==> config.mk <==
export PLATFORM = sky130hd
export DESIGN_NAME = usb_ep_cpu_port
export DESIGN_NICKNAME = d
export VERILOG_FILES = /design/src/rtl/usb_epp_pkg.sv /design/src/rtl/usb_epp_bytecnt.sv /design/src/rtl/usb_epp_fsm.sv /design/src/rtl/usb_ep_cpu_port.sv
export SDC_FILE = /design/constraint.sdc
export NUM_CORES = 1
export LEC_CHECK = 0
export CELL_PAD_IN_SITES_DETAIL_PLACEMENT = 1
export CELL_PAD_IN_SITES_GLOBAL_PLACEMENT = 1
export CORE_MARGIN = 3
export CORE_UTILIZATION = 32
export CTS_CLUSTER_SIZE = 8
export DETAILED_ROUTE_END_ITERATION = 10
export PLACE_DENSITY_LB_ADDON = 0.15
export SETUP_SLACK_MARGIN = 0.3
export SYNTH_ARGS = -nofsm -noshare
export SYNTH_HDL_FRONTEND = slang
export SYNTH_HIERARCHICAL = 1
export SYNTH_SLANG_ARGS = --single-unit
==> constraint.sdc <==
create_clock -name clk -period 3 [get_ports clk]
set_input_delay 0.6 -clock clk [delete_from_list [all_inputs] [get_ports clk]]
set_output_delay 0.6 -clock clk [all_outputs]
set_load 0.1 [all_outputs]
==> src/rtl/usb_epp_pkg.sv <==
package usb_epp_pkg;

    typedef enum logic [2:0] {
        ST_IDLE,
        ST_TX,
        ST_RX_WAIT,
        ST_RX_FETCH,
        ST_RX_FILL,
        ST_RX_READY
    } epp_state_t;

    localparam logic [1:0] A_CTRL   = 2'd0;
    localparam logic [1:0] A_TXLEN  = 2'd1;
    localparam logic [1:0] A_DATA   = 2'd2;
    localparam logic [1:0] A_RXSTAT = 2'd3;

    typedef struct packed {
        logic buf_we;
        logic buf_re;
        logic tx_dec;
        logic rx_dec;
        logic rx_load;
        logic ptr_clr;
        logic ptr_inc;
        logic hold_ld;
        logic tx_done;
        logic rx_done;
        logic en_clr;
    } epp_ctl_t;

endpackage

==> src/rtl/usb_epp_bytecnt.sv <==
module usb_epp_bytecnt #(
    parameter int W = 10
) (
    input  logic         clk,
    input  logic         rst_n,
    input  logic         load,
    input  logic [W-1:0] load_val,
    input  logic         dec,
    output logic [W-1:0] cnt,
    output logic         last
);
    localparam logic [W-1:0] STEP = W'(4);

    always_ff @(posedge clk or negedge rst_n) begin
        if (!rst_n)
            cnt <= '0;
        else if (load)
            cnt <= load_val;
        else if (dec)
            cnt <= (cnt > STEP) ? cnt - STEP : '0;
    end

    assign last = (cnt <= STEP);
endmodule

==> src/rtl/usb_epp_fsm.sv <==
module usb_epp_fsm
    import usb_epp_pkg::*;
(
    input  logic       clk,
    input  logic       rst_n,
    input  logic       ctrl_wr,
    input  logic       new_wr_en,
    input  logic       new_rd_en,
    input  logic       data_wr,
    input  logic       data_rd,
    input  logic       tx_last,
    input  logic       rx_last,
    input  logic       eng_rx_have,
    output epp_state_t state,
    output epp_ctl_t   ctl
);
    epp_state_t state_d;

    always_ff @(posedge clk or negedge rst_n) begin
        if (!rst_n) state <= ST_IDLE;
        else        state <= state_d;
    end

    always_comb begin
        state_d = state;
        if (ctrl_wr) begin
            if (new_wr_en)      state_d = ST_TX;
            else if (new_rd_en) state_d = ST_RX_WAIT;
            else                state_d = ST_IDLE;
        end else begin
            unique case (state)
                ST_IDLE:     state_d = ST_IDLE;
                ST_TX:       if (data_wr && tx_last) state_d = ST_IDLE;
                ST_RX_WAIT:  if (eng_rx_have) state_d = ST_RX_FETCH;
                ST_RX_FETCH: state_d = ST_RX_FILL;
                ST_RX_FILL:  state_d = ST_RX_READY;
                ST_RX_READY: if (data_rd) state_d = rx_last ? ST_IDLE : ST_RX_FETCH;
                default:     state_d = ST_IDLE;
            endcase
        end
    end

    always_comb begin
        ctl = '0;
        if (ctrl_wr) begin
            ctl.ptr_clr = 1'b1;
        end else begin
            unique case (state)
                ST_IDLE: ;
                ST_TX: if (data_wr) begin
                    ctl.buf_we  = 1'b1;
                    ctl.ptr_inc = 1'b1;
                    ctl.tx_dec  = 1'b1;
                    ctl.tx_done = tx_last;
                    ctl.en_clr  = tx_last;
                end
                ST_RX_WAIT:  ctl.rx_load = eng_rx_have;
                ST_RX_FETCH: ctl.buf_re  = 1'b1;
                ST_RX_FILL:  ctl.hold_ld = 1'b1;
                ST_RX_READY: if (data_rd) begin
                    ctl.rx_dec  = 1'b1;
                    ctl.ptr_inc = 1'b1;
                    ctl.rx_done = rx_last;
                    ctl.en_clr  = rx_last;
                end
                default: ;
            endcase
        end
    end
endmodule

==> src/rtl/usb_ep_cpu_port.sv <==
module usb_ep_cpu_port
    import usb_epp_pkg::*;
#(
    parameter int EP_W          = 4,
    parameter int LEN_W         = 10,
    parameter int MAX_PKT_BYTES = 64,
    localparam int WORDS        = MAX_PKT_BYTES / 4,
    localparam int PTR_W        = $clog2(WORDS),
    localparam int AW           = EP_W + PTR_W
) (
    input  logic             clk,
    input  logic             rst_n,
    input  logic             reg_wr,
    input  logic             reg_rd,
    input  logic [1:0]       reg_addr,
    input  logic [31:0]      reg_wdata,
    output logic [31:0]      reg_rdata,
    output logic [AW-1:0]    buf_addr,
    output logic             buf_we,
    output logic [31:0]      buf_wdata,
    output logic             buf_re,
    input  logic [31:0]      buf_rdata,
    output logic [EP_W-1:0]  eng_ep,
    input  logic             eng_rx_have,
    input  logic [LEN_W-1:0] eng_rx_len,
    input  logic             eng_rx_dv,
    output logic             tx_pkt_done,
    output logic             rx_pkt_done
);
    logic             ctrl_wr, txlen_wr, data_wr, data_rd;
    logic             wr_en_q, rd_en_q, rx_dv_q, pkt_rdy;
    logic [EP_W-1:0]  ep_q;
    logic [PTR_W-1:0] ptr_q;
    logic [31:0]      hold_q;
    logic [LEN_W-1:0] tx_cnt, rx_cnt;
    logic             tx_last, rx_last;
    epp_state_t       state;
    epp_ctl_t         ctl;

    assign ctrl_wr  = reg_wr && (reg_addr == A_CTRL);
    assign txlen_wr = reg_wr && (reg_addr == A_TXLEN);
    assign data_wr  = reg_wr && (reg_addr == A_DATA);
    assign data_rd  = reg_rd && (reg_addr == A_DATA);

    usb_epp_fsm u_fsm (
        .clk         (clk),
        .rst_n       (rst_n),
        .ctrl_wr     (ctrl_wr),
        .new_wr_en   (reg_wdata[0]),
        .new_rd_en   (reg_wdata[1]),
        .data_wr     (data_wr),
        .data_rd     (data_rd),
        .tx_last     (tx_last),
        .rx_last     (rx_last),
        .eng_rx_have (eng_rx_have),
        .state       (state),
        .ctl         (ctl)
    );

    usb_epp_bytecnt #(.W(LEN_W)) u_tx_cnt (
        .clk      (clk),
        .rst_n    (rst_n),
        .load     (txlen_wr),
        .load_val (reg_wdata[LEN_W-1:0]),
        .dec      (ctl.tx_dec),
        .cnt      (tx_cnt),
        .last     (tx_last)
    );

    usb_epp_bytecnt #(.W(LEN_W)) u_rx_cnt (
        .clk      (clk),
        .rst_n    (rst_n),
        .load     (ctl.rx_load),
        .load_val (eng_rx_len),
        .dec      (ctl.rx_dec),
        .cnt      (rx_cnt),
        .last     (rx_last)
    );

    always_ff @(posedge clk or negedge rst_n) begin
        if (!rst_n) begin
            wr_en_q <= 1'b0;
            rd_en_q <= 1'b0;
            ep_q    <= '0;
        end else if (ctrl_wr) begin
            wr_en_q <= reg_wdata[0];
            rd_en_q <= reg_wdata[1];
            ep_q    <= reg_wdata[2 +: EP_W];
        end else if (ctl.en_clr) begin
            wr_en_q <= 1'b0;
            rd_en_q <= 1'b0;
        end
    end

    always_ff @(posedge clk or negedge rst_n) begin
        if (!rst_n)           ptr_q <= '0;
        else if (ctl.ptr_clr) ptr_q <= '0;
        else if (ctl.ptr_inc) ptr_q <= ptr_q + 1'b1;
    end

    always_ff @(posedge clk or negedge rst_n) begin
        if (!rst_n) begin
            hold_q  <= '0;
            rx_dv_q <= 1'b0;
        end else begin
            if (ctl.hold_ld) hold_q  <= buf_rdata;
            if (ctl.rx_load) rx_dv_q <= eng_rx_dv;
        end
    end

    assign pkt_rdy = (state == ST_RX_FETCH) || (state == ST_RX_FILL) ||
                     (state == ST_RX_READY);

    always_comb begin
        reg_rdata = '0;
        unique case (reg_addr)
            A_CTRL:   reg_rdata[2 + EP_W - 1:0] = {ep_q, rd_en_q, wr_en_q};
            A_TXLEN:  reg_rdata = '0;
            A_DATA:   reg_rdata = (state == ST_RX_READY) ? hold_q : '0;
            A_RXSTAT: reg_rdata[LEN_W + 1:0] = {pkt_rdy, rx_dv_q, rx_cnt};
            default:  reg_rdata = '0;
        endcase
    end

    assign buf_addr    = {ep_q, ptr_q};
    assign buf_we      = ctl.buf_we;
    assign buf_re      = ctl.buf_re;
    assign buf_wdata   = reg_wdata;
    assign eng_ep      = ep_q;
    assign tx_pkt_done = ctl.tx_done;
    assign rx_pkt_done = ctl.rx_done;
endmodule

==> flow_metrics.tcl, run 1 <==
set metrics [dict create \
    cts.sinks 66 \
    crit_required_ns 2.40 \
    max-cap-violations 0 \
    fin_setup_tns_ns 0 \
    antenna_found_initial 0 \
    grt_max_degree 67 \
    crit_family "simple AND/OR/NAND/NOR gates" \
    max_slew_margin_pct 59.7 \
    reg2regPathDepth 6 \
    min_path_type "input port to async pin" \
    cp_slowest_stage_delay_ns 0.24 \
    synthMuxAreaShare_pct 11.8 \
    htreeDepth 3 \
    stdcell_count 612 \
    ys_seq_area_share_pct 43.6 \
    antenna_cells 0 \
    hold_buffers 0 \
    synthCells 369 \
    synth_compound_gate_area_share_pct 11.9 \
    routabilityCongestion 0.725 \
    final.min_clock_period_ns 2.64 \
    regArea_um2 1650 \
    worst_path_max_delay_cell "clkdlybuf4s15_1" \
    synth_area_um2 3790 \
    synth_edf_count 0 \
    vias_per_cell 5.02 \
    synthSimpleGateAreaFrac_pct 19.2 \
    report.final.slew_viol_count 0 \
    syn_area_per_cell_um2 10.3 \
    timing.rr.start "u_fsm/state[0]" \
    wl_per_cell_um 16.8 \
    ys.flop_type "dfrtp_1" \
    wl_um 10300 \
    fin_util_pct 48.5 \
    clkSlewWorstSetupHoldPaths_ns 0.05 \
    start_util_pct 32.9 \
    finClkSkew_ns 0.00493 \
    io_pins 162 \
    synth_fa_ha_area_share_pct 1.65 \
    path_cells "clkdlybuf4s15_1 > nor2b_2 > buf_4 > and2_1 > and3_1 > buf_4 > and2_2 > buf_12" \
    drtIter0Drc 111 \
    synth_top_area_share_pct 43.6 \
    total_power_mw 4.45 \
    status "complete, no violations" \
    ant_nets 0 \
    yosysUniqueCellTypes 51 \
    synth-seq-cells 66 \
    grt_setup_unrepaired "true" \
    die-area_um2 13200 \
    syn_nets 456 \
    dp_cells 593 \
    ys_top_cells_by_area "dfrtp_1 (44%), mux2_2 (10%), buf_4 (7.7%)" \
    clock_latency_ns 0.33 \
    power.density_nw_per_um2 796 \
    yosys.area_share.xor_xnor_pct 0.693 \
    tightest_slew_ns 0.605 \
    fill_cells 1262 \
    cts_tree "done" \
    clockBufferDepth 2 \
    drtPass1Iterations 4 \
    synth_area_leader_cell "dfrtp_1" \
    coreArea_um2 11500 \
    synth_top_family_by_area "simple AND/OR/NAND/NOR gates" \
    yosys_warnings 6 \
    critPathKind "input port to output port" \
    critPathArrivalTime_ns 2.04 \
    r2r_slack_ns 0.87 \
    placementRows 39 \
    end_kind "output port" \
    crit_top_cell "buf_4" \
    grtUsageTotal_pct 15.7 \
    synth-async-reset-ratio_pct 100 \
    dp_hpwl_um 7470 \
    crit_buf_inv 4 \
    max_freq_ghz 0.378 \
    cts_buffers 9 \
    synth.most_common_cell "dfrtp_1" \
    rr_endpoint "u_tx_cnt/cnt[7]" \
    grt_pass1_wl_um 16400 \
    via_count 3071 \
    path_max_fanout 10 \
    hold_slack_ns 0.269 \
    synth_commonest_cells "dfrtp_1 (66), buf_4 (39), mux2_2 (35), and2_1 (26), nand2_1 (26)" \
    die_h_um 115 \
    multi_input_area_um2 1750 \
    drive_gt1_share_pct 31.6 \
    grt-ovfl-total 0 \
    irDropWorstVdd_mv 0.535 \
    area_growth_pct 47.4 \
    critPathLaunchType "input port" \
    root_buffer "clkbuf_16" \
    die_w_um 115 \
    grt_pass1_vias 3220 \
    fin_nets 551 \
    setup_violations 0 \
    fin_crit_sh_pct 88.1 \
    drc 0 \
    io_buffers 117 \
    hold_viol_final 0 \
    p_leak_nw 2.42 \
]
final cells by class:
type | instances | area share (%)
Timing Repair Buffer | 136 | 29.3
Tap cell | 143 | 3.20
Inverter | 14 | 0.940
Multi-Input combinational cell | 237 | 31.2
Clock buffer | 10 | 4.10
Clock inverter | 6 | 1.61
Sequential cell | 66 | 29.6
cells in the final DEF (no fill, tap or decap), drive strengths merged, types with 3 or more instances in the layout:
cell type / count
buf: 78
dfrtp: 66
clkdlybuf4s50: 55
mux2: 37
nand2: 26
and2: 26
nor2: 23
a22o: 15
inv: 15
a21oi: 14
clkbuf: 10
nor2b: 10
nor3: 9
o21ai: 9
a21o: 6
a211oi: 6
ha: 5
nand3: 5
nor4: 5
nor3b: 4
mux2i: 3
nand4: 3
and3: 3
o31ai: 3
cell families (layout without fill, tap and decap cells):
kind of cell,Yosys count,after routing
AND/OR/NAND/NOR,125,125
flip-flops,66,66
buffers and inverters,66,166
AO/OA/AOI/OAI,64,64
multiplexers,40,40
adder cells (fa/ha/maj),5,5
XOR/XNOR,3,3
flip-flops by register name, summed over array words and instances (netlist names):
register and count:
hold_q 32, ptr_q 4, rx_dv_q 1, u_rx_cnt/cnt 10, u_tx_cnt/cnt 10, wr_en_q 1, rd_en_q 1, eng_ep 4
u_fsm/state 3
worst reg2reg max path, cell delays in order, from the launching register on:
cell and delay [ns]:
dfrtp_1 0.51, nor2b_1 0.26, and3_1 0.21, or4b_4 0.49, o31a_1 0.25, a211oi_1 0.22
a21oi_1 0.06
stage by stage:
step                worst slack [ns]  instance area (µm²)
finish                         0.357                 5590
floorplan                      0.253                 3790
detailed placement            0.0714                 5230
global route                   0.269                 5590
global placement              0.0993                 5230
CTS                            0.262                 5560
power breakdown:
| part | total [mW] | internal, mW | switching [mW] |
|---|---|---|---|
| clock | 1.13 | 0.730 | 0.403 |
| sequential | 1.59 | 1.26 | 0.333 |
| combinational | 1.73 | 0.749 | 0.979 |
| total | 4.45 | 2.74 | 1.71 |
worst max path at each step:
stage,start,endpoint,cells past startpoint
after global placement,reg_addr[1],u_rx_cnt/cnt[7],9
final,reg_addr[1],tx_pkt_done,8
after floorplan,u_fsm/state[2],reg_rdata[11],3
after global routing,reg_addr[1],tx_pkt_done,8
after CTS,reg_wr,tx_pkt_done,7
after detailed placement,reg_addr[1],u_rx_cnt/cnt[9],10
routing by layer:
metal	vias up	global-route usage, %	wire, µm
li1	1445	-	-
met1	1495	20.4	4870
met2	114	25.3	4670
met3	17	3.00	519
met4	0	7.36	199
met5	-	0	0
repair_timing:
item / CTS / global route
setup endpoints to repair: 34 / 11
setup buffers: 1 / 2
pin swaps: 2 / 3
gates resized for setup: 3 / 4
No activity file was read; power rests on OpenSTA's default activity.
==> run 2: changes to the inputs <==
Settings changed: CAP_MARGIN set to 20.
==> results of run 2 <==
Same layout as run 1: the final DEF is identical, and so are final timing and power.
==> run 3: changes to the inputs <==
Settings changed: GPL_ROUTABILITY_DRIVEN set to 0.
==> results of run 3 <==
Same layout as run 1: the final DEF is identical, and so are final timing and power.
